`src/rtl/dma_sg_pkg.sv`:
```
package dma_sg_pkg;
    typedef enum logic [1:0] {ST_IDLE, ST_FETCH, ST_MOVE, ST_WBACK} dma_st_e;

    // mode register bit positions
    localparam int MODE_CHAIN   = 9;
    localparam int MODE_DONE_IE = 10;
    localparam int MODE_LHOLD   = 11;
    localparam int MODE_CLRCNT  = 16;

    // pointer word flag positions
    localparam int PTR_IN_HOST  = 0;
    localparam int PTR_LAST     = 1;
    localparam int PTR_LINK_IE  = 2;
    localparam int PTR_TO_HOST  = 3;

    // command/status bit positions
    localparam int CMD_EN       = 0;
    localparam int CMD_START    = 1;
    localparam int CMD_ABORT    = 2;
    localparam int CMD_CLRINT   = 3;
    localparam int CMD_DONE     = 4;

    // register selects
    localparam logic [2:0] SEL_MODE  = 3'd0;
    localparam logic [2:0] SEL_HOST  = 3'd1;
    localparam logic [2:0] SEL_LOCAL = 3'd2;
    localparam logic [2:0] SEL_COUNT = 3'd3;
    localparam logic [2:0] SEL_PTR   = 3'd4;
    localparam logic [2:0] SEL_CMD   = 3'd5;
endpackage

```
`src/rtl/dma_sg_step.sv`:
```
module dma_sg_step #(
    parameter int AW = 32,
    parameter int CW = 23,
    parameter int WB = 4
) (
    input  logic [AW-1:0] haddr_i,
    input  logic [AW-1:0] laddr_i,
    input  logic [CW-1:0] cnt_i,
    input  logic          hold_i,
    output logic [AW-1:0] haddr_o,
    output logic [AW-1:0] laddr_o,
    output logic [CW-1:0] cnt_o
);
    localparam logic [AW-1:0] STEP_A = AW'(WB);
    localparam logic [CW-1:0] STEP_C = CW'(WB);

    always_comb begin
        haddr_o = haddr_i + STEP_A;
        laddr_o = hold_i ? laddr_i : laddr_i + STEP_A;
        cnt_o   = (cnt_i > STEP_C) ? cnt_i - STEP_C : '0;
    end
endmodule

```
`src/rtl/dma_sg_engine.sv`:
```
module dma_sg_engine
    import dma_sg_pkg::*;
#(
    parameter int AW = 32,
    parameter int CW = 23,
    parameter int WB = 4
) (
    input  logic          clk,
    input  logic          rst_n,
    input  logic          reg_wr_en,
    input  logic [2:0]    reg_wr_sel,
    input  logic [AW-1:0] reg_wdata,
    output logic          mem_req,
    output logic          mem_we,
    output logic          mem_in_host,
    output logic [AW-1:0] mem_addr,
    output logic [AW-1:0] mem_wdata,
    input  logic          mem_gnt,
    input  logic [AW-1:0] mem_rdata,
    output logic          mv_req,
    output logic          mv_to_host,
    output logic [AW-1:0] mv_host_addr,
    output logic [AW-1:0] mv_local_addr,
    input  logic          mv_gnt,
    output logic [AW-1:0] mode_o,
    output logic [AW-1:0] haddr_o,
    output logic [AW-1:0] laddr_o,
    output logic [CW-1:0] cnt_o,
    output logic [AW-1:0] ptr_o,
    output logic          en_o,
    output logic          done_o,
    output logic          irq_o
);
    localparam int DBASE_W = AW - 4;

    typedef struct packed {
        dma_st_e              st;
        logic [AW-1:0]        mode;
        logic [AW-1:0]        haddr;
        logic [AW-1:0]        laddr;
        logic [CW-1:0]        cnt;
        logic [AW-1:0]        ptr;
        logic [DBASE_W-1:0]   cur_base;
        logic                 cur_host;
        logic [1:0]           fidx;
        logic                 en;
        logic                 done;
        logic                 irq;
    } chan_t;

    chan_t q, d;
    logic  busy, cmd_wr, chain, elem_end, fin;
    logic [AW-1:0] haddr_n, laddr_n;
    logic [CW-1:0] cnt_n;

    dma_sg_step #(.AW(AW), .CW(CW), .WB(WB)) step_i (
        .haddr_i(q.haddr), .laddr_i(q.laddr), .cnt_i(q.cnt),
        .hold_i(q.mode[MODE_LHOLD]),
        .haddr_o(haddr_n), .laddr_o(laddr_n), .cnt_o(cnt_n)
    );

    assign busy   = (q.st != ST_IDLE);
    assign cmd_wr = reg_wr_en && (reg_wr_sel == SEL_CMD);
    assign chain  = q.mode[MODE_CHAIN];

    assign mem_req       = q.en && (q.st == ST_FETCH || q.st == ST_WBACK);
    assign mem_we        = (q.st == ST_WBACK);
    assign mem_in_host   = q.cur_host;
    assign mem_addr      = {q.cur_base, (q.st == ST_WBACK) ? 2'd2 : q.fidx, 2'b00};
    assign mem_wdata     = '0;
    assign mv_req        = q.en && (q.st == ST_MOVE) && (q.cnt != '0);
    assign mv_to_host    = q.ptr[PTR_TO_HOST];
    assign mv_host_addr  = q.haddr;
    assign mv_local_addr = q.laddr;

    always_comb begin
        d        = q;
        elem_end = 1'b0;
        fin      = 1'b0;
        if (reg_wr_en && !busy) begin
            case (reg_wr_sel)
                SEL_MODE:  d.mode  = reg_wdata;
                SEL_HOST:  d.haddr = reg_wdata;
                SEL_LOCAL: d.laddr = reg_wdata;
                SEL_COUNT: d.cnt   = reg_wdata[CW-1:0];
                SEL_PTR:   d.ptr   = reg_wdata;
                default:   ;
            endcase
        end
        if (cmd_wr) begin
            d.en = reg_wdata[CMD_EN];
            if (reg_wdata[CMD_CLRINT]) d.irq = 1'b0;
        end
        case (q.st)
            ST_IDLE: if (cmd_wr && reg_wdata[CMD_START] && reg_wdata[CMD_EN]) begin
                d.done = 1'b0;
                if (chain) begin
                    d.cur_base = q.ptr[AW-1:4];
                    d.cur_host = q.ptr[PTR_IN_HOST];
                    d.fidx     = 2'd0;
                    d.st       = ST_FETCH;
                end else begin
                    d.st = ST_MOVE;
                end
            end
            ST_FETCH: if (mem_req && mem_gnt) begin
                case (q.fidx)
                    2'd0: d.haddr = mem_rdata;
                    2'd1: d.laddr = mem_rdata;
                    2'd2: d.cnt   = mem_rdata[CW-1:0];
                    default: begin
                        d.ptr = mem_rdata;
                        d.st  = ST_MOVE;
                    end
                endcase
                d.fidx = q.fidx + 2'd1;
            end
            ST_MOVE: if (q.en) begin
                if (q.cnt == '0) begin
                    elem_end = 1'b1;
                end else if (mv_gnt) begin
                    d.haddr = haddr_n;
                    d.laddr = laddr_n;
                    d.cnt   = cnt_n;
                end
            end
            default: if (mem_req && mem_gnt) fin = 1'b1;
        endcase
        if (elem_end) begin
            if (chain && q.mode[MODE_CLRCNT]) d.st = ST_WBACK;
            else                             fin  = 1'b1;
        end
        if (fin) begin
            if (chain && q.ptr[PTR_LINK_IE]) d.irq = 1'b1;
            if (!chain || q.ptr[PTR_LAST]) begin
                d.st   = ST_IDLE;
                d.done = 1'b1;
                if (q.mode[MODE_DONE_IE]) d.irq = 1'b1;
            end else begin
                d.cur_base = q.ptr[AW-1:4];
                d.cur_host = q.ptr[PTR_IN_HOST];
                d.fidx     = 2'd0;
                d.st       = ST_FETCH;
            end
        end
        if (cmd_wr && reg_wdata[CMD_ABORT] && busy) begin
            d.st   = ST_IDLE;
            d.done = 1'b1;
            if (q.mode[MODE_DONE_IE]) d.irq = 1'b1;
        end
    end

    always_ff @(posedge clk or negedge rst_n) begin
        if (!rst_n) q <= '0;
        else        q <= d;
    end

    assign mode_o  = q.mode;
    assign haddr_o = q.haddr;
    assign laddr_o = q.laddr;
    assign cnt_o   = q.cnt;
    assign ptr_o   = q.ptr;
    assign en_o    = q.en;
    assign done_o  = q.done;
    assign irq_o   = q.irq;

    p_req_only_busy_r1: assert property (@(posedge clk) disable iff (!rst_n)
        (mem_req || mv_req) |-> busy);
    p_done_idle_r2: assert property (@(posedge clk) disable iff (!rst_n)
        q.done |-> !busy);
    p_hold_local_r3: assert property (@(posedge clk) disable iff (!rst_n)
        (mv_req && mv_gnt && q.mode[MODE_LHOLD]) |=> $stable(q.laddr));
    p_wback_zero_r7: assert property (@(posedge clk) disable iff (!rst_n)
        (mem_req && mem_we) |-> (mem_wdata == '0 && mem_addr[3:0] == 4'h8 && q.mode[MODE_CLRCNT]));
    p_abort_stops_r8: assert property (@(posedge clk) disable iff (!rst_n)
        (cmd_wr && reg_wdata[CMD_ABORT] && busy) |=> (!busy && q.done));
    p_pause_frozen_r9: assert property (@(posedge clk) disable iff (!rst_n)
        (busy && !q.en && !cmd_wr) |=> ($stable(q.st) && $stable(q.haddr) && $stable(q.cnt)));
    p_busy_write_ignored_r11: assert property (@(posedge clk) disable iff (!rst_n)
        (busy && reg_wr_en && reg_wr_sel == SEL_HOST && !(mv_req && mv_gnt) && !(mem_req && mem_gnt))
        |=> $stable(q.haddr));
endmodule

```
`src/rtl/dma_sg_channel.sv`:
```
module dma_sg_channel
    import dma_sg_pkg::*;
#(
    parameter int AW = 32,
    parameter int CW = 23,
    parameter int WB = 4
) (
    input  logic          clk,
    input  logic          rst_n,
    input  logic          reg_wr_en,
    input  logic [2:0]    reg_wr_sel,
    input  logic [AW-1:0] reg_wdata,
    input  logic [2:0]    reg_rd_sel,
    output logic [AW-1:0] reg_rdata,
    output logic          irq,
    output logic          mem_req,
    output logic          mem_we,
    output logic          mem_in_host,
    output logic [AW-1:0] mem_addr,
    output logic [AW-1:0] mem_wdata,
    input  logic          mem_gnt,
    input  logic [AW-1:0] mem_rdata,
    output logic          mv_req,
    output logic          mv_to_host,
    output logic [AW-1:0] mv_host_addr,
    output logic [AW-1:0] mv_local_addr,
    input  logic          mv_gnt
);
    logic [AW-1:0] mode_w, haddr_w, laddr_w, ptr_w;
    logic [CW-1:0] cnt_w;
    logic          en_w, done_w;

    dma_sg_engine #(.AW(AW), .CW(CW), .WB(WB)) eng_i (
        .clk(clk), .rst_n(rst_n),
        .reg_wr_en(reg_wr_en), .reg_wr_sel(reg_wr_sel), .reg_wdata(reg_wdata),
        .mem_req(mem_req), .mem_we(mem_we), .mem_in_host(mem_in_host),
        .mem_addr(mem_addr), .mem_wdata(mem_wdata), .mem_gnt(mem_gnt), .mem_rdata(mem_rdata),
        .mv_req(mv_req), .mv_to_host(mv_to_host), .mv_host_addr(mv_host_addr),
        .mv_local_addr(mv_local_addr), .mv_gnt(mv_gnt),
        .mode_o(mode_w), .haddr_o(haddr_w), .laddr_o(laddr_w), .cnt_o(cnt_w),
        .ptr_o(ptr_w), .en_o(en_w), .done_o(done_w), .irq_o(irq)
    );

    always_comb begin
        reg_rdata = '0;
        case (reg_rd_sel)
            SEL_MODE:  reg_rdata = mode_w;
            SEL_HOST:  reg_rdata = haddr_w;
            SEL_LOCAL: reg_rdata = laddr_w;
            SEL_COUNT: reg_rdata = AW'(cnt_w);
            SEL_PTR:   reg_rdata = ptr_w;
            SEL_CMD: begin
                reg_rdata[CMD_EN]   = en_w;
                reg_rdata[CMD_DONE] = done_w;
            end
            default:   reg_rdata = '0;
        endcase
    end
endmodule

```
`config.mk`:
```
export PLATFORM = sky130hd
export DESIGN_NAME = dma_sg_channel
export DESIGN_NICKNAME = d
export VERILOG_FILES = /design/src/rtl/dma_sg_pkg.sv /design/src/rtl/dma_sg_step.sv /design/src/rtl/dma_sg_engine.sv /design/src/rtl/dma_sg_channel.sv
export SDC_FILE = /design/constraint.sdc
export NUM_CORES = 1
export LEC_CHECK = 0
export BUFFER_PORTS_ARGS = -buffer_cell sky130_fd_sc_hd__clkbuf_2
export CORE_MARGIN = 10
export CORE_UTILIZATION = 48
export CTS_BUF_LIST = sky130_fd_sc_hd__clkbuf_8 sky130_fd_sc_hd__clkbuf_16
export DETAILED_ROUTE_END_ITERATION = 10
export MAX_ROUTING_LAYER = met4
export PLACE_DENSITY_LB_ADDON = 0.25
export SETUP_SLACK_MARGIN = 0.4
export SLEW_MARGIN = 20
export SYNTH_ARGS = -nofsm -noshare
export SYNTH_HDL_FRONTEND = slang
export SYNTH_SLANG_ARGS = --single-unit
```
`constraint.sdc`:
```
create_clock -name clk -period 3.3 [get_ports clk]
set_input_delay 0.66 -clock clk [delete_from_list [all_inputs] [get_ports clk]]
set_output_delay 0.66 -clock clk [all_outputs]
set_load 0.005 [all_outputs]
```
==> impl_metrics.toml <==
[sta]
slew_violations = 0
min_period_ns = 2.90
finalHoldViolCount = 0
clock_skew_ns = 0.0168
worst_slack_ns = 0.402
finalSetupViolations = 0
tns_ns = 0
period_share_pct = 87.8
rsz0062_at_grt = "true"
tightest_slew_ns = 0.856
slew_headroom_pct = 42.8
fmax_mhz = 345

[route]
wire_per_inst_um = 24.8
vias = 12200
route.detailed.drc = 0
drt_iter0_markers = 1402
postRouteAntennaNets = 0
wl_mm = 48.2
vias_per_cell = 6.31
first_pass_iters = 8

[placed_design]
place_congestion = 0.964
hpwl_mm = 34.8
place_ws_ns = 0.353
port_buffers = 206

[grt]
grt-ovfl-total = 0
grt_max_degree = 71
grt_pass1_vias = 12200
grtUsageMet2_pct = 40.8
busiest_layer = "met2"
use_met3_pct = 6.44
grt_antenna_before_repair = 1
grt_util_all_layers_pct = 27.5
use_met1_pct = 35.9
grt_pass1_wl_mm = 74.1

[logic_synthesis]
synth_cell_types = 78
synth-edff-count = 0
yosysSeqAreaShare_pct = 35.1
synthCells = 1456
synth_ff_type = "dfrtp_1"
avgSynthCellArea_um2 = 9.16
syn_area_mm2 = 0.0133
async_reset_ff_share_pct = 100
yosys_warnings = 0
synth-seq-cells = 187

[clock_tree]
clk_pin_slew_ns = 0.08
cts_tree = "done"
h-tree-depth = 4
cts_sinks = 187
cts_buffers = 17
cts-root-buf = "clkbuf_16"
clk_latency_ns = 0.46
cts_max_path_buffers = 2

[worst_setup_path]
path_class = "in2out"
max_stage_delay_ns = 0.40
critical_path_arrival_ns = 2.24
crit_path_frequent_cell = "clkbuf_2"
end_kind = "primary output"
crit_path_top_delay_cell = "buf_4"
worstPathRequired_ns = 2.64
critPathLaunchType = "primary input"
crit_path_max_fanout = 22
cp_cell_sequence = "clkbuf_2, buf_4, mux2_2, a22oi_1, o22ai_1, clkbuf_2"

[floorplan]
core_area_mm2 = 0.0272
die_w_um = 187
dieArea_mm2 = 0.0348
row_count = 60
die_h_um = 187
io_pins = 241
initial_utilization_pct = 49.1

[pwr]
p_leak_nw = 7.10
powerDensity_mw_per_mm2 = 827
ir_worst_vdd_mv = 0.439

[final_layout]
layout_commonest_cell = "clkbuf_2"
num-fill-cells = 2510
layout-drive-gt1-share_pct = 27.2
most-common-layout-cells = "clkbuf_2 (204), dfrtp_1 (187), nand2_1 (127)"
fin_nets = 1643
syn2layout_area_growth_pct = 10.8

[run]
maxCapViolCount = 0

[outcome]
status = "complete, no violations"

[hold_path]
worst_hold_path_type = "in2async"
==> per-layer routing <==
layer | wire [um] | part of all wire, % | vias up
met5 | 0 | 0 | -
met2 | 21600 | 45 | 722
met1 | 20200 | 42 | 5974
met4 | 1540 | 3.2 | 0
met3 | 4830 | 10 | 134
li1 | - | - | 5408
==> power by group <==
| part | switching, mW | internal, mW | total [mW] |
|---|---|---|---|
| registers | 1.08 | 3.10 | 4.19 |
| clock network | 1.08 | 1.02 | 2.10 |
| logic | 3.40 | 2.53 | 5.93 |
==> layout make-up <==
type	instances	area, um2	area share [%]
inverters	24	90.1	0.610
multi-input cells	1052	7380	49.9
flip-flops and latches	187	4680	31.7
clock inverters	14	131	0.889
well taps	372	465	3.15
repair buffers	272	1590	10.7
diodes	1	2.50	0.0169
clock buffers	18	439	2.97
==> what timing repair did <==
action / in CTS / in global routing
hold endpoints to repair: 0 / 0
endpoints found under the setup margin: 2 / 21
hold buffers: 0 / 0
pin swaps: 0 / 2
gates resized for setup: 2 / 10
setup buffers: 0 / 2
==> cell usage after synthesis, types with 21 or more instances <==
library cell	count	area, um2
a21oi_1	71	355
xnor2_1	44	385
nand3_1	47	235
dfrtp_1	187	4680
xor2_1	24	210
nor2_1	93	349
inv_1	24	90.1
o211ai_1	26	195
o22ai_1	51	319
mux2i_1	94	941
buf_4	130	976
a22oi_1	55	413
o221ai_1	27	236
mux2_2	72	811
nor3_1	21	105
nand2_1	128	480
o21ai_0	44	220
clkbuf_1	74	278
nand4_1	22	138
==> cell families (layout without fill, tap and decap cells) <==
family / count (synthesis) / in the layout / synth area share [%]
fa+ha+maj: 14 / 14 / 1.31
compound gates: 366 / 366 / 19.2
xor+xnor: 68 / 68 / 4.47
buf+inv: 250 / 328 / 10.9
flops: 187 / 187 / 35.1
simple gates: 393 / 393 / 14.4
other cells: 1 / 35 / 0.0281
mux: 177 / 177 / 14.5
==> worst paths after layout <==
check	from	end	slack, ns	cells past startpoint
worst max-delay path	reg_rd_sel[0]	reg_rdata[10]	0.40	6
worst min-delay path	rst_n	eng_i.mem_addr[12]	0.22	1
worst max register to register	eng_i.cnt_o[11]	eng_i.cnt_o[20]	0.51	6
worst min register to register	eng_i.mode_o[31]	eng_i.mode_o[31]	0.49	2
max in group asynchronous	rst_n	eng_i.haddr_o[31]	2.26	2
min in group clk	eng_i.mode_o[31]	eng_i.mode_o[31]	0.49	2
==> sequential cells by signal, summed over array words and instances (netlist names), 4 cells and up <==
name and flops:
eng_i.mem_addr 28, eng_i.mode_o 32, eng_i.ptr_o 32, eng_i.laddr_o 32, eng_i.haddr_o 32, eng_i.cnt_o 23, eng_i.q 4
==> critical path, delay by kind of cell <==
kind / cells / cell delay, ns
buffers and inverters: 3 / 0.78
AO/OA/AOI/OAI: 2 / 0.40
multiplexers: 1 / 0.39
==> per-stage QoR <==
stage | std cells | hold WS [ns] | instance area, um2 | util (%) | total power [mW]
after floorplan | 1489 | 0.364 | 13500 | - | 7.99
after global placement | 1905 | 0.462 | 14100 | 52.0 | 9.74
after detailed placement | 1905 | 0.471 | 14100 | 52.0 | 9.86
after CTS | 1937 | 0.247 | 14700 | 54.2 | 12.0
after global routing | 1940 | 0.263 | 14800 | 54.4 | 12.9
final | 1940 | 0.223 | 14800 | 54.4 | 12.2
No activity file was read; power rests on OpenSTA's default activity.
